## src/rtl/gpio_bank_pkg.sv

```systemverilog
package gpio_bank_pkg;
  localparam int unsigned DATA_W = 32;
  localparam int unsigned NLINES = 2;
  localparam int unsigned LINE_STRIDE = 4;

  localparam int unsigned OFF_REV     = 'h000;
  localparam int unsigned OFF_RAW0    = 'h024;
  localparam int unsigned OFF_STAT0   = 'h02C;
  localparam int unsigned OFF_ENSET0  = 'h034;
  localparam int unsigned OFF_ENCLR0  = 'h03C;
  localparam int unsigned OFF_DIR     = 'h134;
  localparam int unsigned OFF_DIN     = 'h138;
  localparam int unsigned OFF_DOUT    = 'h13C;
  localparam int unsigned OFF_DET_LO  = 'h140;
  localparam int unsigned OFF_DET_HI  = 'h144;
  localparam int unsigned OFF_DET_RISE = 'h148;
  localparam int unsigned OFF_DET_FALL = 'h14C;
  localparam int unsigned OFF_DCLR    = 'h190;
  localparam int unsigned OFF_DSET    = 'h194;
endpackage

```

## src/rtl/gpio_sync.sv

```systemverilog
module gpio_sync #(
  parameter int unsigned W      = 32,
  parameter int unsigned STAGES = 2
) (
  input  logic         clk,
  input  logic         rst,
  input  logic [W-1:0] d,
  output logic [W-1:0] q
);
  logic [W-1:0] stage_q [STAGES];

  for (genvar s = 0; s < STAGES; s++) begin : g_stage
    always_ff @(posedge clk) begin
      if (rst) stage_q[s] <= '0;
      else if (s == 0) stage_q[s] <= d;
      else stage_q[s] <= stage_q[(s == 0) ? 0 : s-1];
    end
  end

  assign q = stage_q[STAGES-1];
endmodule

```

## src/rtl/gpio_event_detect.sv

```systemverilog
module gpio_event_detect #(
  parameter int unsigned NPINS = 32
) (
  input  logic             clk,
  input  logic             rst,
  input  logic [NPINS-1:0] level,
  input  logic [NPINS-1:0] det_lo,
  input  logic [NPINS-1:0] det_hi,
  input  logic [NPINS-1:0] det_rise,
  input  logic [NPINS-1:0] det_fall,
  output logic [NPINS-1:0] evt
);
  logic [NPINS-1:0] prev_q;

  always_ff @(posedge clk) begin
    if (rst) prev_q <= '0;
    else     prev_q <= level;
  end

  always_comb begin
    evt = (det_lo   & ~level)
        | (det_hi   &  level)
        | (det_rise &  level & ~prev_q)
        | (det_fall & ~level &  prev_q);
  end
endmodule

```

## src/rtl/gpio_irq_set.sv

```systemverilog
module gpio_irq_set #(
  parameter int unsigned NPINS = 32
) (
  input  logic             clk,
  input  logic             rst,
  input  logic [NPINS-1:0] evt,
  input  logic             en_set_we,
  input  logic             en_clr_we,
  input  logic             ack_we,
  input  logic [NPINS-1:0] wdata,
  output logic [NPINS-1:0] pend,
  output logic [NPINS-1:0] en,
  output logic             irq
);
  logic [NPINS-1:0] ack_mask;

  assign ack_mask = ack_we ? wdata : '0;

  always_ff @(posedge clk) begin
    if (rst) begin
      pend <= '0;
      en   <= '0;
      irq  <= 1'b0;
    end else begin
      pend <= (pend & ~ack_mask) | evt;
      if (en_set_we)      en <= en | wdata;
      else if (en_clr_we) en <= en & ~wdata;
      irq <= |(pend & en);
    end
  end
endmodule

```

## src/rtl/gpio_irq_bank.sv

```systemverilog
module gpio_irq_bank
  import gpio_bank_pkg::*;
#(
  parameter int unsigned NPINS     = 32,
  parameter int unsigned ADDR_W    = 12,
  parameter int unsigned SYNC_LEN  = 2,
  parameter int unsigned REV_MAJOR = 2,
  parameter int unsigned REV_MINOR = 1
) (
  input  logic              clk,
  input  logic              rst,
  input  logic [ADDR_W-1:0] bus_addr,
  input  logic              bus_we,
  input  logic [31:0]       bus_wdata,
  output logic [31:0]       bus_rdata,
  input  logic [NPINS-1:0]  pin_in,
  output logic [NPINS-1:0]  pin_out,
  output logic [NPINS-1:0]  pin_dir,
  output logic [1:0]        irq_line
);
  localparam logic [7:0] REV_WORD = {4'(REV_MAJOR), 4'(REV_MINOR)};

  function automatic logic at(input logic [ADDR_W-1:0] a, input int unsigned off);
    return a == ADDR_W'(off);
  endfunction

  logic [NPINS-1:0] wd;
  logic [NPINS-1:0] dir_q, dout_q, det_lo_q, det_hi_q, det_rise_q, det_fall_q;
  logic [NPINS-1:0] level_s, evt;
  logic [NPINS-1:0] pend [NLINES];
  logic [NPINS-1:0] en   [NLINES];
  logic [DATA_W-1:0] rd_next;

  assign wd = bus_wdata[NPINS-1:0];

  always_ff @(posedge clk) begin
    if (rst) begin
      dir_q      <= '1;
      dout_q     <= '0;
      det_lo_q   <= '0;
      det_hi_q   <= '0;
      det_rise_q <= '0;
      det_fall_q <= '0;
    end else if (bus_we) begin
      if (at(bus_addr, OFF_DIR))      dir_q      <= wd;
      if (at(bus_addr, OFF_DOUT))     dout_q     <= wd;
      if (at(bus_addr, OFF_DSET))     dout_q     <= dout_q | wd;
      if (at(bus_addr, OFF_DCLR))     dout_q     <= dout_q & ~wd;
      if (at(bus_addr, OFF_DET_LO))   det_lo_q   <= wd;
      if (at(bus_addr, OFF_DET_HI))   det_hi_q   <= wd;
      if (at(bus_addr, OFF_DET_RISE)) det_rise_q <= wd;
      if (at(bus_addr, OFF_DET_FALL)) det_fall_q <= wd;
    end
  end

  gpio_sync #(.W(NPINS), .STAGES(SYNC_LEN)) u_sync (
    .clk (clk),
    .rst (rst),
    .d   (pin_in),
    .q   (level_s)
  );

  gpio_event_detect #(.NPINS(NPINS)) u_detect (
    .clk      (clk),
    .rst      (rst),
    .level    (level_s),
    .det_lo   (det_lo_q),
    .det_hi   (det_hi_q),
    .det_rise (det_rise_q),
    .det_fall (det_fall_q),
    .evt      (evt)
  );

  for (genvar k = 0; k < NLINES; k++) begin : g_line
    localparam int unsigned STAT_OFF  = OFF_STAT0  + LINE_STRIDE * k;
    localparam int unsigned ENSET_OFF = OFF_ENSET0 + LINE_STRIDE * k;
    localparam int unsigned ENCLR_OFF = OFF_ENCLR0 + LINE_STRIDE * k;

    gpio_irq_set #(.NPINS(NPINS)) u_set (
      .clk       (clk),
      .rst       (rst),
      .evt       (evt),
      .en_set_we (bus_we && at(bus_addr, ENSET_OFF)),
      .en_clr_we (bus_we && at(bus_addr, ENCLR_OFF)),
      .ack_we    (bus_we && at(bus_addr, STAT_OFF)),
      .wdata     (wd),
      .pend      (pend[k]),
      .en        (en[k]),
      .irq       (irq_line[k])
    );
  end

  always_comb begin
    rd_next = '0;
    if (at(bus_addr, OFF_REV))      rd_next = DATA_W'(REV_WORD);
    if (at(bus_addr, OFF_DIR))      rd_next = DATA_W'(dir_q);
    if (at(bus_addr, OFF_DIN))      rd_next = DATA_W'((level_s & dir_q) | (dout_q & ~dir_q));
    if (at(bus_addr, OFF_DOUT))     rd_next = DATA_W'(dout_q);
    if (at(bus_addr, OFF_DET_LO))   rd_next = DATA_W'(det_lo_q);
    if (at(bus_addr, OFF_DET_HI))   rd_next = DATA_W'(det_hi_q);
    if (at(bus_addr, OFF_DET_RISE)) rd_next = DATA_W'(det_rise_q);
    if (at(bus_addr, OFF_DET_FALL)) rd_next = DATA_W'(det_fall_q);
    for (int k = 0; k < NLINES; k++) begin
      if (at(bus_addr, OFF_RAW0 + LINE_STRIDE * k))
        rd_next = DATA_W'(pend[k]);
      if (at(bus_addr, OFF_STAT0 + LINE_STRIDE * k))
        rd_next = DATA_W'(pend[k] & en[k]);
      if (at(bus_addr, OFF_ENSET0 + LINE_STRIDE * k) || at(bus_addr, OFF_ENCLR0 + LINE_STRIDE * k))
        rd_next = DATA_W'(en[k]);
    end
  end

  always_ff @(posedge clk) begin
    if (rst) bus_rdata <= '0;
    else     bus_rdata <= rd_next;
  end

  assign pin_out = dout_q;
  assign pin_dir = dir_q;
endmodule

```

## config.mk

```make
export PLATFORM = sky130hd
export DESIGN_NAME = gpio_irq_bank
export DESIGN_NICKNAME = d
export VERILOG_FILES = /design/src/rtl/gpio_bank_pkg.sv /design/src/rtl/gpio_sync.sv /design/src/rtl/gpio_event_detect.sv /design/src/rtl/gpio_irq_set.sv /design/src/rtl/gpio_irq_bank.sv
export SDC_FILE = /design/constraint.sdc
export NUM_CORES = 1
export LEC_CHECK = 0
export ABC_AREA = 1
export BUFFER_PORTS_ARGS = -buffer_cell sky130_fd_sc_hd__buf_4
export CAP_MARGIN = 20
export CORE_AREA = 4 4 219 221
export DETAILED_ROUTE_END_ITERATION = 10
export DIE_AREA = 0 0 223 225
export SLEW_MARGIN = 40
export SYNTH_ARGS = -nofsm -noshare
export SYNTH_HDL_FRONTEND = slang
export SYNTH_SLANG_ARGS = --single-unit
```

## constraint.sdc

```tcl
create_clock -name clk -period 1.7 [get_ports clk]
set_clock_uncertainty 0.1 [all_clocks]
set_input_delay 0 -clock clk [delete_from_list [all_inputs] [get_ports clk]]
set_output_delay 0 -clock clk [all_outputs]
set_load 0.02 [all_outputs]
```

; Word-level counts from Yosys, hierarchy flattened
; Memories as Yosys holds them, arrays and structs flattened.
; Cells that the tools add are included.
[totals]
ff_bits = 386
n_memories = 1
ramBits = 64
out_inout_bits = 98
[classes]
mux = 28
bitwise_logic = 32
reduce_logical = 20
eq_ne = 17
[memory_table]
columns = memory, words, width, read_ports, rd_clocked_by_memory_dff, wr, line
row1 = u_sync.stage_q, 2, 32, 2, 0, 2, gpio_sync.sv:10  ; logic [W-1:0] stage_q [STAGES];
[op_table]
columns = op, n
row1 = $mux W32, 24
row2 = $and A32 B32 Y32, 15
row3 = $or A32 B32 Y32, 9
row4 = $not A32 Y32, 6
row5 = $eq A12 B9 Y1 const B, 9
row6 = $eq A12 B6 Y1 const B, 7
row7 = $reduce_or A32 Y1, 2
row8 = $eq A12 B7 Y1 const B, 1
row9 = $logic_not A12 Y1, 1
row10 = $reduce_and A2 Y1, 6
row11 = $logic_and A1 B1 Y1, 6
row12 = $mux W6, 1
row13 = $reduce_bool A2 Y1, 2
row14 = $mux W1, 3
row15 = $reduce_bool A3 Y1, 1
row16 = $logic_or A1 B1 Y1, 2
row17 = $or A1 B1 Y1, 2

; Depth between registers and ports, before layout
[depth]
depth_word = 15
depth_mapped = 19
mapped_depth_nobuf = 19

; Hierarchy
; From an unflattened synthesis, not the netlist that was laid out.
[unflattened]
hier_cells = 3154
area_unflattened_um2 = 21415.5
[by_module_without_submodules]
columns = mod, instances, seq_area_each_um2, cells_each, area_per_inst_um2
row1 = gpio_irq_bank, 1, 4484.3, 1828, 12039.0
row2 = gpio_irq_set, 2, 1301.2, 370, 2770.2
row3 = gpio_event_detect, 1, 640.6, 387, 1995.7
row4 = gpio_sync, 1, 1281.2, 199, 1840.5

; Worst setup path after synthesis
; No wires, ideal clock.
[synth_timing]
path_kind = input to register
startpoint = in bus_addr[9]
endpoint = reg dout_q[28], in the netlist pin_out[28]
t_arrival_ns = 1.500
slack_ns = -0.032
path_buffers = 2
path_stages = 11
setup_time_ns = 0.132
cell_sequence = inv_2 -> nand2_1 -> nor2_4 -> nand2_1 -> or4_1 -> buf_2 -> a21oi_4 -> clkbuf_1 -> o21ai_0 -> nand2_1 -> a21oi_1
[synth_between]
elab_chain_cells = 3
[synth_lines]
columns = element, line
row1 = start: declaration, gpio_irq_bank.sv:12  ; input logic [ADDR_W-1:0] bus_addr,
row2 = $eq A12 B9 Y1, gpio_irq_bank.sv:24  ; return a == ADDR_W'(off);
row3 = $reduce_bool A3 Y1 (no line) / $mux W32 (equally long branches), -
row4 = $reduce_and A2 Y1 (no line) / $mux W32 (equally long branches), -
row5 = end signal: assignment, gpio_irq_bank.sv:46  ; if (at(bus_addr, OFF_DOUT)) dout_q <= wd;
row6 = end signal: assignment, gpio_irq_bank.sv:47  ; if (at(bus_addr, OFF_DSET)) dout_q <= dout_q | wd;
row7 = end signal: assignment, gpio_irq_bank.sv:48  ; if (at(bus_addr, OFF_DCLR)) dout_q <= dout_q & ~wd;
row8 = end: declaration, gpio_irq_bank.sv:28  ; logic [NPINS-1:0] dir_q, dout_q, det_lo_q, det_hi_q, det_rise_q, det_fall_q;
; Several ways; a longest one is shown, not always the timed one.
; A chain may end at the register's enable or synchronous reset.

; Worst setup path in the final report
[layout_timing]
startpoint = reg dir_q[11], in the netlist pin_dir[11]
endpoint = reg bus_rdata[11]
[layout_between]
elab_chain_cells = 15
[layout_lines]
columns = element, line
row1 = start: declaration, gpio_irq_bank.sv:28
row2 = start signal: assignment, gpio_irq_bank.sv:45  ; if (at(bus_addr, OFF_DIR)) dir_q <= wd;
row3 = $not A32 Y32, gpio_irq_bank.sv:97  ; if (at(bus_addr, OFF_DIN)) rd_next = DATA_W'((level_s & dir_q) | (dout_q & ~dir_q));
row4 = $and A32 B32 Y32, gpio_irq_bank.sv:97
row5 = $or A32 B32 Y32, gpio_irq_bank.sv:97
row6 = $mux W32 (*), gpio_irq_bank.sv:97
row7 = $mux W32 (*), gpio_irq_bank.sv:98  ; if (at(bus_addr, OFF_DOUT)) rd_next = DATA_W'(dout_q);
row8 = $mux W32 (*), gpio_irq_bank.sv:99  ; if (at(bus_addr, OFF_DET_LO)) rd_next = DATA_W'(det_lo_q);
row9 = $mux W32 (*), gpio_irq_bank.sv:100  ; if (at(bus_addr, OFF_DET_HI)) rd_next = DATA_W'(det_hi_q);
row10 = $mux W32 (*), gpio_irq_bank.sv:101  ; if (at(bus_addr, OFF_DET_RISE)) rd_next = DATA_W'(det_rise_q);
row11 = $mux W32 (*), gpio_irq_bank.sv:102  ; if (at(bus_addr, OFF_DET_FALL)) rd_next = DATA_W'(det_fall_q);
row12 = $mux W32 (*), gpio_irq_bank.sv:104  ; if (at(bus_addr, OFF_RAW0 + LINE_STRIDE * k))
row13 = $mux W32 (*), gpio_irq_bank.sv:106  ; if (at(bus_addr, OFF_STAT0 + LINE_STRIDE * k))
row14 = $mux W32 (*), gpio_irq_bank.sv:108  ; if (at(bus_addr, OFF_ENSET0 + LINE_STRIDE * k) || at(bus_addr, OFF_ENCLR0 + LINE_STRIDE * k))
row15 = $mux W32 (*), gpio_irq_bank.sv:104
row16 = $mux W32 (*), gpio_irq_bank.sv:106
row17 = $mux W32 (*), gpio_irq_bank.sv:108
row18 = end signal: assignment, gpio_irq_bank.sv:115  ; else bus_rdata <= rd_next;
row19 = end: declaration, gpio_irq_bank.sv:15  ; output logic [31:0] bus_rdata,
; Mark *: on every way between the ends. The rest lies on a longest branch, timed or not.

==> impl_metrics.csv <==
group,metric,value,unit
run,max_cap_violations,0,
timing,setup_viol,7,
min_path,worstHoldPathType,"input port to register",
global_route,use_met1,0.456,
global_route,grt_use_total,0.313,
yosys,ys_async_sr_fraction,0,
run_status,status,"finished, violations left",
clock_tree,path_clk_slew,60,ps
timing,hold_viol_final,0,
setup_path,cp_slowest_cell,"dfxtp_2",
setup_path,crit_path_frequent_cell,"nor2_1",
yosys,synthTopCellsByCount,"nand2_1, dfxtp_1, a21oi_1",
finish,nets,3382,
drt,via_per_inst,5.50,
drt,finalWirelength,81800,um
finish,area_growth,31.9,%
timing,max_freq,537,MHz
yosys,yosysMostFrequentCell,"nand2_1",
global_route,antenna_found_initial,2,
clock_tree,root_buffer,"clkbuf_16",
drt,wire_per_inst,20.7,um
clock_tree,clk_latency,610,ps
yosys,syn_area,20100,um2
yosys,ys_types,34,
clock_tree,clockBufferDepth,3,
setup_path,worst_path_dominant_cell_family,"simple AND/OR/NAND/NOR gates",
global_route,grt_pass1_vias,20300,
drt,dr.pass1.iters,5,
clock_tree,cts_tree,"yes",
setup_path,r2r_setup_slack,-160,ps
finish,final_util,0.574,
floorplan,core-area,46200,um2
placed_design,dp.final_hpwl,56400,um
clock_tree,ctsHtreeMaxLevel,2,
setup_path,slowest_delay,340,ps
timing,relSlewSlack,0.644,
global_route,grt_pass1_wl,123000,um
floorplan,die_y,225,um
floorplan,die_w,223,um
placed_design,dp_slack,-548,ps
global_route,busiest_layer,"met2",
setup_path,cp.arrival,2220,ps
timing,fin_crit,1860,ps
timing,holdWs,111,ps
yosys,syn_nets,3011,
yosys,yosysTopAreaCell,"dfxtp_1",
min_path,hp-start,"bus_addr[2]",
timing,final.period_utilization,1.09,
yosys,synth.area.top_cells,"dfxtp_1, nand2_1, a21oi_1",
placed_design,io_buffers,176,
global_route,globalRoute.totalOverflow,0,
pwr,static-leakage-power,0.0117,uW
yosys,ys.warnings.count,0,
global_route,grt_max_degree,106,
yosys,synth_seq_area_share,0.449,
yosys,synth_edf_count,0,
setup_path,reg2reg_depth,10,
finish,diodes,0,
min_path,hold_path_end,"pin_out[8]",
global_route,grt_use_met2,0.479,
placed_design,post_dp_cell_area,23400,um2
run_status,violations,"negative setup slack",
setup_path,cp_num_buf_inv,1,
pwr,p_per_area,875,nW/um2
setup_path,r2r_end,"bus_rdata[11]",
yosys,netlist_instances,2932,
clock_tree,cts.sink_count,450,
finish,layout-drive-gt1-share,0.178,
setup_path,timing.rr.start,"pin_dir[11]",
timing,rsz0062_at_grt,"yes",
pwr,power.total,23200,uW
min_path,hold_depth,5,
setup_path,startpoint,"pin_dir[11]",
floorplan,dieArea,50200,um2
pwr,vdd_drop_max,931,uV
timing,maxSlewViolCount,0,
setup_path,path_max_fanout,2,
setup_path,cp.required,2060,ps
setup_path,cp-start-kind,"register",
floorplan,rows,79,
setup_path,critPathCaptureType,"register",
placed_design,place.gp.congestion,0.952,
timing,worst_pin_slew,528,ps
setup_path,worst-setup-path-type,"register to register",
clock_tree,numCtsBuffers,51,
drt,ant_nets,0,
yosys,synth_seq_cells,450,
timing,fin_ws,-161,ps
yosys,synthFlopType,"dfxtp_1",
yosys,yosysTopAreaCellShare,0.449,
floorplan,start_util,0.435,
floorplan,io_pins,177,
global_route,gr-usage-met3,0.0483,
drt,drt_iter0_markers,2307,
drt,vias,21700,
yosys,syn_area_per_cell,6.85,um2
finish,fin_area,26500,um2
setup_path,cp_cell_sequence,"mux2_4, nand2_1, nand3_1, a211oi_2, nand4_1, nor2_1, nand4_1, nor2_1, buf_4, nor2_1",
drt,post-route-drc-count,0,
## final cells by class
type                    count  area [um2]
clock inverters             7         104
inverters                 312        1180
well taps                 607         759
repair buffers            484        4260
fillers                  4379       19700
flip-flops and latches    450        9040
multi-input cells        2004        9570
clock buffers              84        1580
## kinds of logic (layout without fill, tap and decap cells)
kind of cell / count (synthesis) / after routing / synth area share
compound gates: 773 / 774 / 0.205
mux: 9 / 9 / 0.00505
flops: 450 / 450 / 0.449
buf+inv: 479 / 887 / 0.0925
simple gates: 1221 / 1221 / 0.248
## report_power, final
part	switching [uW]	internal [uW]
clock	4480	6620
sequential	132	10700
combinational	718	500
total	5330	17800
## metrics by stage
stage / TNS, ps / cells
floorplan: -950 / 2932
global placement: -85800 / 3758
detailed placement: -89680 / 3758
CTS: -767 / 3945
global route: -1780 / 3948
finish: -607 / 3948
## worst max-delay path by stage
stage                                to  cells past startpoint
after floorplan             pin_out[28]                     11
after global placement    bus_rdata[30]                     14
after detailed placement  bus_rdata[16]                     20
after CTS                 bus_rdata[10]                     10
after global routing       bus_rdata[0]                     12
final                     bus_rdata[11]                     10
## worst reg2reg max path, cell delays in order (launching register included)
cell and delay (ps):
dfxtp_2 340, mux2_4 300, nand2_1 60, nand3_1 80, a211oi_2 180, nand4_1 120
nor2_1 110, nand4_1 90, nor2_1 120, buf_4 170, nor2_1 50
## layer usage
| layer | part of all wire | up-vias |
|---|---|---|
| met1 | 0.44 | 10200 |
| met4 | 0.029 | 0 |
| li1 | - | 10300 |
| met2 | 0.43 | 1052 |
| met5 | 0 | - |
| met3 | 0.093 | 171 |
## cells in the final DEF (no fill, tap or decap), types with 35 or more instances in the layout
master | netlist | final
nand3_1 | 133 | 110
o211ai_1 | 35 | 35
nand4_1 | 48 | 48
inv_1 | 298 | 293
nor2_1 | 271 | 259
a21oi_1 | 339 | 336
dfxtp_1 | 450 | 427
dlygate4sd3_1 | 0 | 97
nand2_1 | 732 | 712
buf_4 | 4 | 354
clkbuf_16 | 0 | 54
o21ai_0 | 322 | 320
## timing repair
action,in CTS,in global routing
endpoints found under the hold margin,445,0
hold buffers,97,0
setup buffers,0,1
setup endpoints to repair,11,60
pin swaps,28,38
gates resized for setup,44,75
gates cloned,0,2
Power figures use the tool's default switching activity.
